File: config.mk
export PLATFORM = sky130hd
export DESIGN_NAME = pwm3_dead_top
export DESIGN_NICKNAME = d
export VERILOG_FILES = /design/src/rtl/pwm3_pkg.sv /design/src/rtl/pwm_timebase.sv /design/src/rtl/pwm_shadow_regs.sv /design/src/rtl/pwm_deadband.sv /design/src/rtl/pwm3_dead_top.sv
export SDC_FILE = /design/constraint.sdc
export NUM_CORES = 1
export LEC_CHECK = 0
export CAP_MARGIN = 20
export CORE_ASPECT_RATIO = 0.7
export CORE_UTILIZATION = 40
export DETAILED_ROUTE_END_ITERATION = 16
export PLACE_DENSITY_LB_ADDON = 0.15
export SKIP_LAST_GASP = 1
export SLEW_MARGIN = 20
export SYNTH_ARGS = -nofsm -noshare
export SYNTH_HDL_FRONTEND = slang
export SYNTH_SLANG_ARGS = --single-unit
File: constraint.sdc
create_clock -name clk -period 3.43 [get_ports clk]
set_clock_uncertainty 0.2 [all_clocks]
set_input_delay 0.686 -clock clk [delete_from_list [all_inputs] [get_ports clk]]
set_output_delay 0.686 -clock clk [all_outputs]
set_load 0.1 [all_outputs]
File: src/rtl/pwm3_pkg.sv
`timescale 1ns/1ps
package pwm3_pkg;
  typedef enum logic {CNT_UP = 1'b0, CNT_UPDN = 1'b1} cnt_mode_e;
  localparam int ADDR_PER  = 0;
  localparam int ADDR_CMP0 = 1;
endpackage

File: src/rtl/pwm_timebase.sv
`timescale 1ns/1ps
module pwm_timebase #(
  parameter int CW = 16
) (
  input  logic          clk,
  input  logic          rst_n,
  input  logic          en,
  input  pwm3_pkg::cnt_mode_e mode,
  input  logic [CW-1:0] per,
  output logic [CW-1:0] cnt,
  output logic          zero_evt,
  output logic          prd_evt
);
  import pwm3_pkg::*;

  logic dir_up;

  // returns {next direction, next count}
  function automatic logic [CW:0] step(cnt_mode_e m, logic up, logic [CW-1:0] c,
                                       logic [CW-1:0] p);
    logic [CW-1:0] n;
    logic          d;
    if (m == CNT_UP) begin
      d = 1'b1;
      n = (c >= p) ? CW'(0) : c + 1'b1;
    end else if (c == '0) begin
      d = 1'b1;
      n = (p != '0) ? CW'(1) : CW'(0);
    end else if (c >= p) begin
      d = 1'b0;
      n = c - 1'b1;
    end else begin
      d = up;
      n = up ? c + 1'b1 : c - 1'b1;
    end
    return {d, n};
  endfunction

  always_ff @(posedge clk) begin
    if (!rst_n) begin
      cnt    <= '0;
      dir_up <= 1'b1;
    end else if (en) begin
      {dir_up, cnt} <= step(mode, dir_up, cnt, per);
    end
  end

  assign zero_evt = en && (cnt == '0);
  assign prd_evt  = en && (cnt == per);

  // edge-aligned carrier wraps to zero after the top
  p_up_wrap_r1: assert property (@(posedge clk) disable iff (!rst_n)
    (prd_evt && mode == CNT_UP) |=> (cnt == '0));

  // center-aligned carrier turns down after a nonzero top
  p_updn_turn_r2: assert property (@(posedge clk) disable iff (!rst_n)
    (prd_evt && mode == CNT_UPDN && per != '0) |=> (cnt == $past(cnt) - 1'b1));

  // counter frozen while disabled
  p_hold_r9: assert property (@(posedge clk) disable iff (!rst_n)
    !en |=> $stable(cnt));
endmodule

File: src/rtl/pwm_shadow_regs.sv
`timescale 1ns/1ps
module pwm_shadow_regs #(
  parameter int CW      = 16,
  parameter int DW      = 8,
  parameter int NCH     = 3,
  parameter int AW      = 3,
  parameter int RST_PER = 2500
) (
  input  logic                    clk,
  input  logic                    rst_n,
  input  logic                    wr_en,
  input  logic [AW-1:0]           wr_addr,
  input  logic [CW-1:0]           wr_data,
  input  logic                    load,
  output logic [CW-1:0]           per_act,
  output logic [NCH-1:0][CW-1:0]  cmp_act,
  output logic [2*NCH-1:0]        pol_act,
  output logic [DW-1:0]           dt
);
  import pwm3_pkg::*;

  localparam int NG       = 2 * NCH;
  localparam int ADDR_DT  = ADDR_CMP0 + NCH;
  localparam int ADDR_POL = ADDR_DT + 1;

  // upper outputs of every leg default to active low
  function automatic logic [NG-1:0] upper_low_mask();
    logic [NG-1:0] m;
    for (int i = 0; i < NG; i++) m[i] = (i % 2 == 0);
    return m;
  endfunction
  localparam logic [NG-1:0] POL_RST = upper_low_mask();

  logic [CW-1:0]          per_sh;
  logic [NCH-1:0][CW-1:0] cmp_sh;
  logic [NG-1:0]          pol_sh;

  always_ff @(posedge clk) begin
    if (!rst_n) begin
      per_sh <= CW'(RST_PER);
      cmp_sh <= '0;
      pol_sh <= POL_RST;
      dt     <= '0;
    end else if (wr_en) begin
      if (int'(wr_addr) == ADDR_PER) per_sh <= wr_data;
      if (int'(wr_addr) == ADDR_DT)  dt     <= wr_data[DW-1:0];
      if (int'(wr_addr) == ADDR_POL) pol_sh <= wr_data[NG-1:0];
      for (int i = 0; i < NCH; i++)
        if (int'(wr_addr) == ADDR_CMP0 + i) cmp_sh[i] <= wr_data;
    end
  end

  always_ff @(posedge clk) begin
    if (!rst_n) begin
      per_act <= CW'(RST_PER);
      cmp_act <= '0;
      pol_act <= POL_RST;
    end else if (load) begin
      per_act <= per_sh;
      cmp_act <= cmp_sh;
      pol_act <= pol_sh;
    end
  end

  // working values move only on the zero event
  p_shadow_hold_r3: assert property (@(posedge clk) disable iff (!rst_n)
    !load |=> ($stable(per_act) && $stable(cmp_act) && $stable(pol_act)));
endmodule

File: src/rtl/pwm_deadband.sv
`timescale 1ns/1ps
module pwm_deadband #(
  parameter int DW = 8
) (
  input  logic          clk,
  input  logic          rst_n,
  input  logic          req,
  input  logic [DW-1:0] dt,
  output logic          hi_on,
  output logic          lo_on
);
  logic          req_q;
  logic [DW-1:0] dcnt;
  logic          settled;

  assign settled = (dcnt >= dt);

  always_ff @(posedge clk) begin
    if (!rst_n) begin
      req_q <= 1'b0;
      dcnt  <= '0;
    end else if (req != req_q) begin
      req_q <= req;
      dcnt  <= '0;
    end else if (!settled) begin
      dcnt <= dcnt + 1'b1;
    end
  end

  assign hi_on = req_q && settled;
  assign lo_on = !req_q && settled;

  // a rising gate never follows the partner directly when a gap is set
  p_gap_hi_r5: assert property (@(posedge clk) disable iff (!rst_n)
    (dt != '0 && $rose(hi_on)) |-> !$past(lo_on));
  p_gap_lo_r5: assert property (@(posedge clk) disable iff (!rst_n)
    (dt != '0 && $rose(lo_on)) |-> !$past(hi_on));
endmodule

File: src/rtl/pwm3_dead_top.sv
`timescale 1ns/1ps
module pwm3_dead_top #(
  parameter int CW         = 16,
  parameter int DW         = 8,
  parameter int NCH        = 3,
  parameter int AW         = 3,
  parameter int RST_PERIOD = 2500
) (
  input  logic              clk,
  input  logic              rst_n,
  input  logic              enable,
  input  logic              mode_updn,
  input  logic              wr_en,
  input  logic [AW-1:0]     wr_addr,
  input  logic [CW-1:0]     wr_data,
  output logic [2*NCH-1:0]  gate,
  output logic              period_match
);
  import pwm3_pkg::*;

  localparam int NG = 2 * NCH;

  logic [CW-1:0]          cnt;
  logic                   zero_evt;
  logic                   prd_evt;
  logic [CW-1:0]          per_act;
  logic [NCH-1:0][CW-1:0] cmp_act;
  logic [NG-1:0]          pol_act;
  logic [DW-1:0]          dt;
  logic [NCH-1:0]         leg_req;
  logic [NG-1:0]          gate_on;

  // upper switch requested while below compare; full-on at or above period
  function automatic logic upper_req(logic [CW-1:0] c, logic [CW-1:0] cmp,
                                     logic [CW-1:0] p);
    return (cmp >= p) || (c < cmp);
  endfunction

  pwm_timebase #(.CW(CW)) u_tb (
    .clk(clk), .rst_n(rst_n), .en(enable),
    .mode(cnt_mode_e'(mode_updn)), .per(per_act),
    .cnt(cnt), .zero_evt(zero_evt), .prd_evt(prd_evt)
  );

  pwm_shadow_regs #(.CW(CW), .DW(DW), .NCH(NCH), .AW(AW), .RST_PER(RST_PERIOD)) u_regs (
    .clk(clk), .rst_n(rst_n), .wr_en(wr_en), .wr_addr(wr_addr), .wr_data(wr_data),
    .load(zero_evt), .per_act(per_act), .cmp_act(cmp_act), .pol_act(pol_act), .dt(dt)
  );

  for (genvar k = 0; k < NCH; k++) begin : g_leg
    assign leg_req[k] = upper_req(cnt, cmp_act[k], per_act);

    pwm_deadband #(.DW(DW)) u_db (
      .clk(clk), .rst_n(rst_n), .req(leg_req[k]), .dt(dt),
      .hi_on(gate_on[2*k]), .lo_on(gate_on[2*k+1])
    );

    // decoded pins of one leg never both active
    p_pair_excl_r4: assert property (@(posedge clk) disable iff (!rst_n)
      !((gate[2*k] ^ pol_act[2*k]) && (gate[2*k+1] ^ pol_act[2*k+1])));
  end

  assign gate         = gate_on ^ pol_act;
  assign period_match = prd_evt;

  // no period pulse while stopped
  p_no_pulse_r9: assert property (@(posedge clk) disable iff (!rst_n)
    !enable |-> !period_match);
endmodule

## Word level (Yosys, flattened, before mapping)

Cells that the tools add are included.

- Add/subtract/negate cells: 5
- Shift-type cells: 0
- $mul: 0
- Bitwise operators: 2
- $lt $le $gt $ge: 10
- Muxes and demuxes: 9
- Equal/unequal tests: 10
- Reductions and logical operators: 27
- Div/mod/pow operators: 0

Operators by type and width:

| operator | count |
|---|---|
| $mux 16 | 5 |
| $ge 16x16->1 | 4 |
| $lt 16x16->1 | 3 |
| $add 8x1->8 const B | 3 |
| $ge 8x8->1 | 3 |
| $add 16x1->16 const B | 1 |
| $eq 16x16->1 | 1 |
| $logic_not 16->1 | 1 |
| $reduce_bool 16->1 | 1 |
| $sub 16x1->16 const B | 1 |
| $reduce_and 2->1 | 7 |
| $eq 3x3->1 const B | 4 |
| $logic_and 1x1->1 | 8 |
| $reduce_or 2->1 | 3 |
| $xor 6x6->6 | 1 |
| $mux 1 | 4 |
| $eq 3x2->1 const B | 1 |
| $logic_not 1->1 | 3 |
| $logic_not 3->1 | 1 |
| $logic_or 1x1->1 | 3 |
| $ne 1x1->1 | 3 |
| $ne 3x1->1 const B | 1 |
| $not 1->1 | 1 |

- Memory bits (read-only): 0
- Logic and storage cells: 82
- Flip-flop bits (word level): 192
- Memories: 0
- Memory bits (writable): 0
- Output and inout port bits: 7
- Bits in latches: 0
- Bits of input ports: 24

## Depth between registers and ports, before layout

Gate-level depths: netlist of the first run.

- Depth after elaboration: 5
- Mapped depth: 12
- Mapped depth without buffers: 10

## Cells and area by module

From an unflattened synthesis of the first run, not the netlist that was laid out.

- Cell total of the unflattened synthesis: 1,276
- Area total of the unflattened synthesis: 11,629.9 um^2

By module, submodules not included:

| module | seq. area each (um^2) | area an instance (um^2) | cells each | instances |
|---|---|---|---|---|
| pwm_shadow_regs | 2,962.8 | 5,576.6 | 510 | 1 |
| pwm3_dead_top | 0.0 | 2,207.1 | 294 | 1 |
| pwm_timebase | 340.3 | 2,052.0 | 259 | 1 |
| pwm_deadband | 180.2 | 598.1 | 71 | 3 |

## Worst setup path before layout of the first run

Ideal clock, no wire load.

- Path kind: register -> output
- From: register g_leg[2].u_db.dcnt[0]
- To: output port gate[5]
- Stages on the path, launching flop included: 11
- Path slack: -0.560 ns
- Required time: 2.544 ns
- Buffers on the path: 1
- Arrival: 3.104 ns
- Cell sequence: dfxtp_1 inv_1 ha_1 nand2b_1 a21o_1 a21oi_1 o21ai_1 o41a_1 clkbuf_1 nand2b_1 xnor2_1

- Cells in the longest elaborated chain, start to end: 3

RTL lines:

| item | line | source |
|---|---|---|
| from (decl) | pwm_deadband.sv:13 | `logic [DW-1:0] dcnt;` |
| from (signal assigned) | pwm_deadband.sv:26 | `dcnt <= dcnt + 1'b1;` |
| $ge 8x8->1 | pwm_deadband.sv:16 | `assign settled = (dcnt >= dt);` |
| $logic_and 1x1->1 | pwm_deadband.sv:31 | `assign lo_on = !req_q && settled;` |
| $xor 6x6->6 | pwm3_dead_top.sv:63 | `assign gate = gate_on ^ pol_act;` |
| to (decl) | pwm3_dead_top.sv:16 | `output logic [2*NCH-1:0] gate,` |

No other way between the ends.

## Worst setup path in the final report of the first run

- From: register u_regs.dt[0]
- To: output port gate[1]

- Cells in the longest elaborated chain, start to end: 3

RTL lines:

| item | line | source |
|---|---|---|
| from (decl) | pwm_shadow_regs.sv:18 | `output logic [DW-1:0] dt` |
| $ge 8x8->1 | pwm_deadband.sv:16 |  |
| $logic_and 1x1->1 | pwm_deadband.sv:31 |  |
| $xor 6x6->6 | pwm3_dead_top.sv:63 |  |

No other way between the ends.

==> impl_metrics.py, run 1 <==
metrics = {
    "clocking": {
        "numCtsBuffers": 17,
        "root_buffer": "clkbuf_16",
        "cts_htree_levels": 4,
        "cts_tree": "done",
        "cts.sink_count": 192,
        "cts_buffer_depth": 2,
        "ctsHoldBuffers": 0,
        "clk_pin_slew_ns": 0.08,
        "clock_latency_ns": 0.45,
    },
    "sta": {
        "relSlewSlack_pct": 47.6,
        "rsz0062_at_grt": "true",
        "fin_hold_ws_ns": 0.257,
        "setup_viol": 0,
        "period_needed_ns": 3.35,
        "worstMarginPinSlew_ns": 0.786,
        "slew_viol_final": 0,
        "hold_viol": 0,
        "clock.fmax_mhz": 299,
        "setup_slack_ns": 0.0840,
        "period_share_pct": 97.6,
    },
    "route": {
        "drc": 0,
        "ant_nets": 0,
        "first_iter_violations": 758,
        "via_per_inst": 5.31,
        "dr.pass1.iters": 5,
        "routed_wl_mm": 31.6,
        "vias": 9353,
        "wire_per_inst_um": 17.9,
    },
    "final_layout": {
        "design_area_mm2": 0.0125,
        "n_fill_cell": 2623,
        "multi_input_area_mm2": 0.00652,
        "area_delta_synth_final_pct": 15.8,
        "final_common_cell": "nand2_1",
        "diodes": 0,
        "layout.cells.most_common_list": "nand2_1, dfxtp_1, a21oi_1",
        "nets": 1555,
        "drive_gt1_share_pct": 8.83,
        "fin_util_pct": 47.9,
        "seqCellArea_mm2": 0.00385,
    },
    "logic_synthesis": {
        "synth.area.top_cells": "dfxtp_1, ha_1, nand2_1, a21oi_1, inv_1",
        "ys_seq_area_share_pct": 35.6,
        "synth-edff-count": 0,
        "synth-seq-cells": 192,
        "ys_types": 67,
        "syn_nets": 1524,
        "syn_area_mm2": 0.0108,
        "yosys.area.top_type": "dfxtp_1",
        "syn_avg_cell_area_um2": 7.92,
        "synth-main-ff-cell": "dfxtp_1",
        "synth-compound-area-share_pct": 17.2,
        "synth_simple_gate_area_share_pct": 21.3,
        "yosysTopAreaCellShare_pct": 35.6,
        "netlist_instances": 1361,
        "ys_warn_count": 0,
        "muxShareOfSynthArea_pct": 2.08,
        "async_flop_share_pct": 0,
        "synth_adder_area_share_pct": 16.1,
        "synth_top_family_by_area": "simple AND/OR/NAND/NOR gates",
        "synth_xor_area_share_pct": 2.44,
    },
    "critical_path": {
        "critPathBufInv": 1,
        "max_stage_delay_ns": 0.45,
        "cp_slowest_cell": "o41a_1",
        "cp-start-kind": "register",
        "critPathMaxFanout": 4,
        "crit_chain": "ha_4 -> nand2b_4 -> a21o_1 -> a21oi_2 -> o21ai_1 -> o41a_1 -> nand2b_1 -> xnor2_2 -> buf_12",
        "path_delay_family": "compound AO/OA/AOI/OAI gates",
        "worst_setup_path_end_kind": "output port",
        "cp_data_required_time_ns": 2.54,
        "crit_type": "reg -> out",
        "crit_arrival_ns": 2.46,
    },
    "power": {
        "peakVddDrop_mv": 0.351,
        "p_sw_share_pct": 31.6,
        "clockPowerShare_pct": 39.0,
        "intPower_mw": 3.60,
        "total_power_mw": 5.27,
        "p_comb_share_pct": 16.9,
        "p_sw_mw": 1.67,
        "p_leak_nw": 4.80,
        "seq_power_share_pct": 44.1,
        "power_density_mw_per_mm2": 422,
    },
    "floorplanning": {
        "core_mm2": 0.0261,
        "fp.dieH_um": 139,
        "die_w_um": 198,
        "rows": 49,
        "ioPinCount": 31,
        "start_util_pct": 41.4,
        "die_area_mm2": 0.0276,
    },
    "global_route": {
        "gr-total-overflow": 0,
        "grt_pass1_wl_mm": 49.8,
        "antenna_found_initial": 0,
        "grt_max_degree": 131,
        "grt_pass1_vias": 8816,
        "grt_use_total_pct": 23.6,
    },
    "job": {
        "max-cap-violations": 0,
    },
    "place": {
        "gp_congestion": 0.879,
        "pre_cts_slack_ns": 0.173,
        "port_buffers": 30,
        "dpl_cell_area_mm2": 0.0118,
        "dp_hpwl_mm": 23.4,
    },
    "worst_hold_path": {
        "hp-class": "reg -> reg",
    },
    "run_status": {
        "outcome": "finished, final reports clean",
    },
}
-- what timing repair did --
item	in CTS	in global routing
gates resized for setup	3	21
pin swaps	0	15
setup buffers	0	4
setup endpoints to repair	4	9
-- cells by family after synthesis --
group | Yosys count
muxes | 22
and+or+nand+nor | 525
xor gates and xnor gates | 30
buffers and inverters | 143
adders and majority gates | 139
AOI/OAI and AO/OA | 310
DFF | 192
-- stage by stage --
stage               setup TNS, ns  cells
floorplan                       0   1361
finish                          0   1762
global placement                0   1726
detailed placement              0   1726
CTS                       -0.0219   1758
global route              -0.0691   1762
-- final timing paths --
check | slack [ns] | to | cells after the start | start
worst max register to register | 0.22 | u_tb.cnt[5]$_SDFFE_PN0P_ | 10 | u_regs.per_act[15]$_SDFFE_PN0P_
worst min-delay path | 0.26 | u_regs.cmp_sh[20]$_SDFFE_PN0P_ | 2 | u_regs.cmp_sh[20]$_SDFFE_PN0P_
worst min register to register | 0.26 | u_regs.cmp_sh[20]$_SDFFE_PN0P_ | 2 | u_regs.cmp_sh[20]$_SDFFE_PN0P_
worst max-delay path | 0.08 | gate[1] | 9 | u_regs.dt[0]$_SDFFE_PN0P_
-- Yosys cell counts, types with 5 or more instances --
| cell type | instances |
|---|---|
| or2_2 | 5 |
| o211a_1 | 5 |
| buf_2 | 7 |
| nand4_1 | 19 |
| nand2b_1 | 21 |
| nand2_1 | 306 |
| xor2_1 | 7 |
| nand3_1 | 30 |
| nor3_1 | 20 |
| clkbuf_1 | 51 |
| ha_1 | 139 |
| nor4_1 | 10 |
| dfxtp_1 | 192 |
| mux2i_1 | 19 |
| xnor2_1 | 23 |
| o211ai_1 | 11 |
| nor2b_1 | 7 |
| a211oi_1 | 9 |
| a31oi_1 | 5 |
| o21ai_0 | 41 |
| and3_1 | 8 |
| nor2_1 | 79 |
| a21oi_1 | 174 |
| a21o_1 | 17 |
| or3_1 | 8 |
| inv_1 | 80 |
-- worst reg2reg max path, cell delays in order, from the launching register on --
cell and delay, ns:
dfxtp_1 0.36, inv_1 0.12, ha_1 0.35, nand4_2 0.15
nor4_2 0.39, nor4b_2 0.31, or3_4 0.23, o21ai_2 0.20
o32a_1 0.38, or3_1 0.30, a21oi_1 0.14
-- routing by layer --
| layer | vias to the layer above | track usage [%] | routed length (um) |
|---|---|---|---|
| met1 | 4322 | 38.4 | 17400 |
| li1 | 4767 | - | - |
| met4 | 0 | 4.94 | 327 |
| met2 | 242 | 31.5 | 12100 |
| met5 | - | 0 | 0 |
| met3 | 22 | 3.51 | 1780 |
-- sequential cells by signal, summed over array words and instances (netlist names) --
| signal | count |
|---|---|
| g_leg.u_db.dcnt | 24 |
| g_leg.u_db.req_q | 3 |
| u_regs.cmp_act | 48 |
| u_regs.cmp_sh | 48 |
| u_regs.dt | 8 |
| u_regs.per_act | 16 |
| u_regs.per_sh | 16 |
| u_regs.pol_act | 6 |
| u_regs.pol_sh | 6 |
| u_tb.cnt | 16 |
| u_tb.dir_up | 1 |
-- final cells by class --
cell class | instances | share of cell area [%]
timing repair buffer | 73 | 6.05
sequential | 192 | 30.9
inverter | 82 | 2.48
clock buffer | 17 | 3.41
multi-input combinational | 1026 | 52.2
clock inverter | 15 | 1.45
tap | 357 | 3.58
-- power by group through the flow --
| stage | Clock, mW | Sequential [mW] | Combinational (mW) |
|---|---|---|---|
| 2_1_floorplan | 0 | 2.36 | 0.550 |
| 3_3_place_gp | 0 | 2.37 | 0.859 |
| 3_5_place_dp | 0 | 2.37 | 0.862 |
| 4_1_cts | 2.10 | 2.32 | 0.865 |
| 5_1_grt | 2.18 | 2.33 | 0.962 |
| 6_report | 2.05 | 2.32 | 0.889 |
Note: power is estimated with default switching activity, not from simulation.
==> inputs of run 2 (changes only) <==
--- a/config.mk
+++ b/config.mk
@@ -7,7 +7,7 @@
 export LEC_CHECK = 0
 export CAP_MARGIN = 20
 export CORE_ASPECT_RATIO = 0.7
-export CORE_UTILIZATION = 40
+export CORE_UTILIZATION = 50
 export DETAILED_ROUTE_END_ITERATION = 16
 export PLACE_DENSITY_LB_ADDON = 0.15
 export SKIP_LAST_GASP = 1
==> run 2 against run 1 <==
Compared with the run above: sequential share of layout area up 0.24 points; die area shrank 20%; utilization increased by 11 points; combinational power decreased by 2%; power increased by 0.77%; clock power increased by 3%; largest cell class unchanged; register-to-register slack improved by 0.09 ns.
==> impl_metrics.py, run 2 (synthesis gave the netlist of run 1 again) <==
metrics = {
    "power": {
        "seq_power_share_pct": 43.8,
        "p_comb_share_pct": 16.5,
        "peakVddDrop_mv": 0.361,
        "power_density_mw_per_mm2": 428,
        "p_leak_nw": 4.80,
        "clockPowerShare_pct": 39.8,
        "intPower_mw": 3.69,
        "p_sw_mw": 1.62,
        "total_power_mw": 5.31,
        "p_sw_share_pct": 30.5,
    },
    "clocking": {
        "clock_latency_ns": 0.45,
        "cts_htree_levels": 4,
        "cts_buffer_depth": 2,
        "clk_pin_slew_ns": 0.08,
        "ctsHoldBuffers": 0,
        "cts.sink_count": 192,
        "numCtsBuffers": 17,
        "cts_tree": "done",
        "root_buffer": "clkbuf_16",
    },
    "final_layout": {
        "biggestRegsByFlops": "u_regs.cmp_act: 48 flops, u_regs.cmp_sh: 48 flops, g_leg.u_db.dcnt: 24 flops",
        "nets": 1555,
        "final_common_cell": "nand2_1",
        "area_delta_synth_final_pct": 14.9,
        "drive_gt1_share_pct": 8.97,
        "n_fill_cell": 1939,
        "design_area_mm2": 0.0124,
        "multi_input_area_mm2": 0.00651,
        "diodes": 0,
        "layout.cells.most_common_list": "nand2_1, dfxtp_1, a21oi_1",
        "seqCellArea_mm2": 0.00385,
    },
    "sta": {
        "period_share_pct": 97.4,
        "rsz0062_at_grt": "true",
        "period_needed_ns": 3.34,
        "clock.fmax_mhz": 299,
        "hold_viol": 0,
        "setup-tns-final_ns": 0,
        "worstMarginPinSlew_ns": 0.760,
        "setup_viol": 0,
        "slew_viol_final": 0,
        "setup_slack_ns": 0.0883,
        "relSlewSlack_pct": 49.3,
    },
    "route": {
        "routed_wl_mm": 30.9,
        "first_iter_violations": 1093,
        "vias": 9617,
        "via_per_inst": 5.72,
        "dr.pass1.iters": 5,
        "ant_nets": 0,
        "drc": 0,
        "wire_per_inst_um": 18.4,
    },
    "floorplanning": {
        "fp.dieH_um": 125,
        "core_mm2": 0.0209,
        "die_area_mm2": 0.0222,
        "ioPinCount": 31,
        "die_w_um": 178,
        "rows": 44,
        "start_util_pct": 51.5,
    },
    "worst_hold_path": {
        "hp-class": "reg -> reg",
    },
    "critical_path": {
        "cp-start-kind": "register",
        "critPathMaxFanout": 4,
        "crit_chain": "ha_4 -> nand2b_1 -> a21o_1 -> a21oi_2 -> o21ai_1 -> o41a_1 -> nand2b_1 -> xnor2_2 -> buf_12",
        "critPathMostFrequentCell": "nand2b_1",
        "cp_slowest_cell": "o41a_1",
        "path_delay_family": "compound AO/OA/AOI/OAI gates",
        "cp_data_required_time_ns": 2.54,
        "crit_type": "reg -> out",
        "worst_setup_path_end_kind": "output port",
        "crit_arrival_ns": 2.46,
        "critPathBufInv": 1,
        "max_stage_delay_ns": 0.42,
    },
    "global_route": {
        "grt_pass1_wl_mm": 49.2,
        "grt_use_total_pct": 28.9,
        "gr-total-overflow": 0,
        "grt_max_degree": 76,
        "antenna_found_initial": 0,
        "grt_pass1_vias": 8710,
    },
    "place": {
        "gp_congestion": 0.943,
        "dpl_cell_area_mm2": 0.0117,
        "port_buffers": 30,
        "dp_hpwl_mm": 22.7,
        "pre_cts_slack_ns": 0.189,
    },
    "run_status": {
        "outcome": "finished, final reports clean",
    },
    "job": {
        "max-cap-violations": 0,
    },
}
run 2: cell types whose count changed in the layout (fill, tap and decap cells not counted), sizes merged:
cell    change
clkbuf      +3
clkinv      -3
bufinv      +1
inv         -1
run 2: area by class of cell:
cell class              count  area share, %
multi-input cells        1026           52.5
well taps                 276           2.79
inverters                  82           2.50
clock inverters            12           1.33
flip-flops and latches    192           31.1
clock buffers              20           3.68
repair buffers             73           6.10
run 2: per-layer routing:
metal	track usage, %	share of wire, %	vias to the layer above
met2	37.6	38	345
met3	5.77	8.2	21
li1	-	-	4757
met5	0	0	-
met4	5.18	0.94	0
met1	47.6	52	4494
run 2: path summary, 6_finish.rpt:
| path | start | endpoint | slack, ns | cells past startpoint |
|---|---|---|---|---|
| worst max-delay path | u_regs.dt[0]$_SDFFE_PN0P_ | gate[1] | 0.09 | 9 |
| worst min-delay path | u_regs.cmp_sh[4]$_SDFFE_PN0P_ | u_regs.cmp_act[4]$_SDFFE_PN0P_ | 0.25 | 2 |
| worst max register to register | u_regs.per_act[12]$_SDFFE_PN0P_ | u_tb.cnt[5]$_SDFFE_PN0P_ | 0.31 | 10 |
| worst min register to register | u_regs.cmp_sh[4]$_SDFFE_PN0P_ | u_regs.cmp_act[4]$_SDFFE_PN0P_ | 0.25 | 2 |
run 2: power groups by stage:
stage | clock network (mW) | registers, mW | logic [mW]
floorplan | 0 | 2.36 | 0.550
global placement | 0 | 2.37 | 0.852
detailed placement | 0 | 2.37 | 0.856
CTS | 2.13 | 2.32 | 0.861
global route | 2.23 | 2.33 | 0.944
finish | 2.11 | 2.32 | 0.875
run 2: worst register-to-register path, cell delays in order, from the launching register on:
cell,delay (ns)
dfxtp_1,0.39
inv_1,0.14
ha_1,0.31
nand4_2,0.14
nor4_2,0.33
nor4b_2,0.28
or3_4,0.24
o21ai_2,0.20
o32a_1,0.38
or3_1,0.30
a21oi_1,0.14
run 2: stage by stage:
step                      utilization, %  hold slack, ns  cells
after floorplan                        -           0.236   1361
after global placement              55.8           0.243   1647
after detailed placement            55.8           0.246   1647
after CTS                           58.8           0.254   1679
after global routing                59.2           0.271   1681
final                               59.2           0.251   1681
run 2: timing repair:
item	4_1_cts	5_1_grt
pin swaps	0	10
gates resized for setup	4	20
buffers inserted	0	2
setup endpoints to repair	5	7
gates cloned	0	0
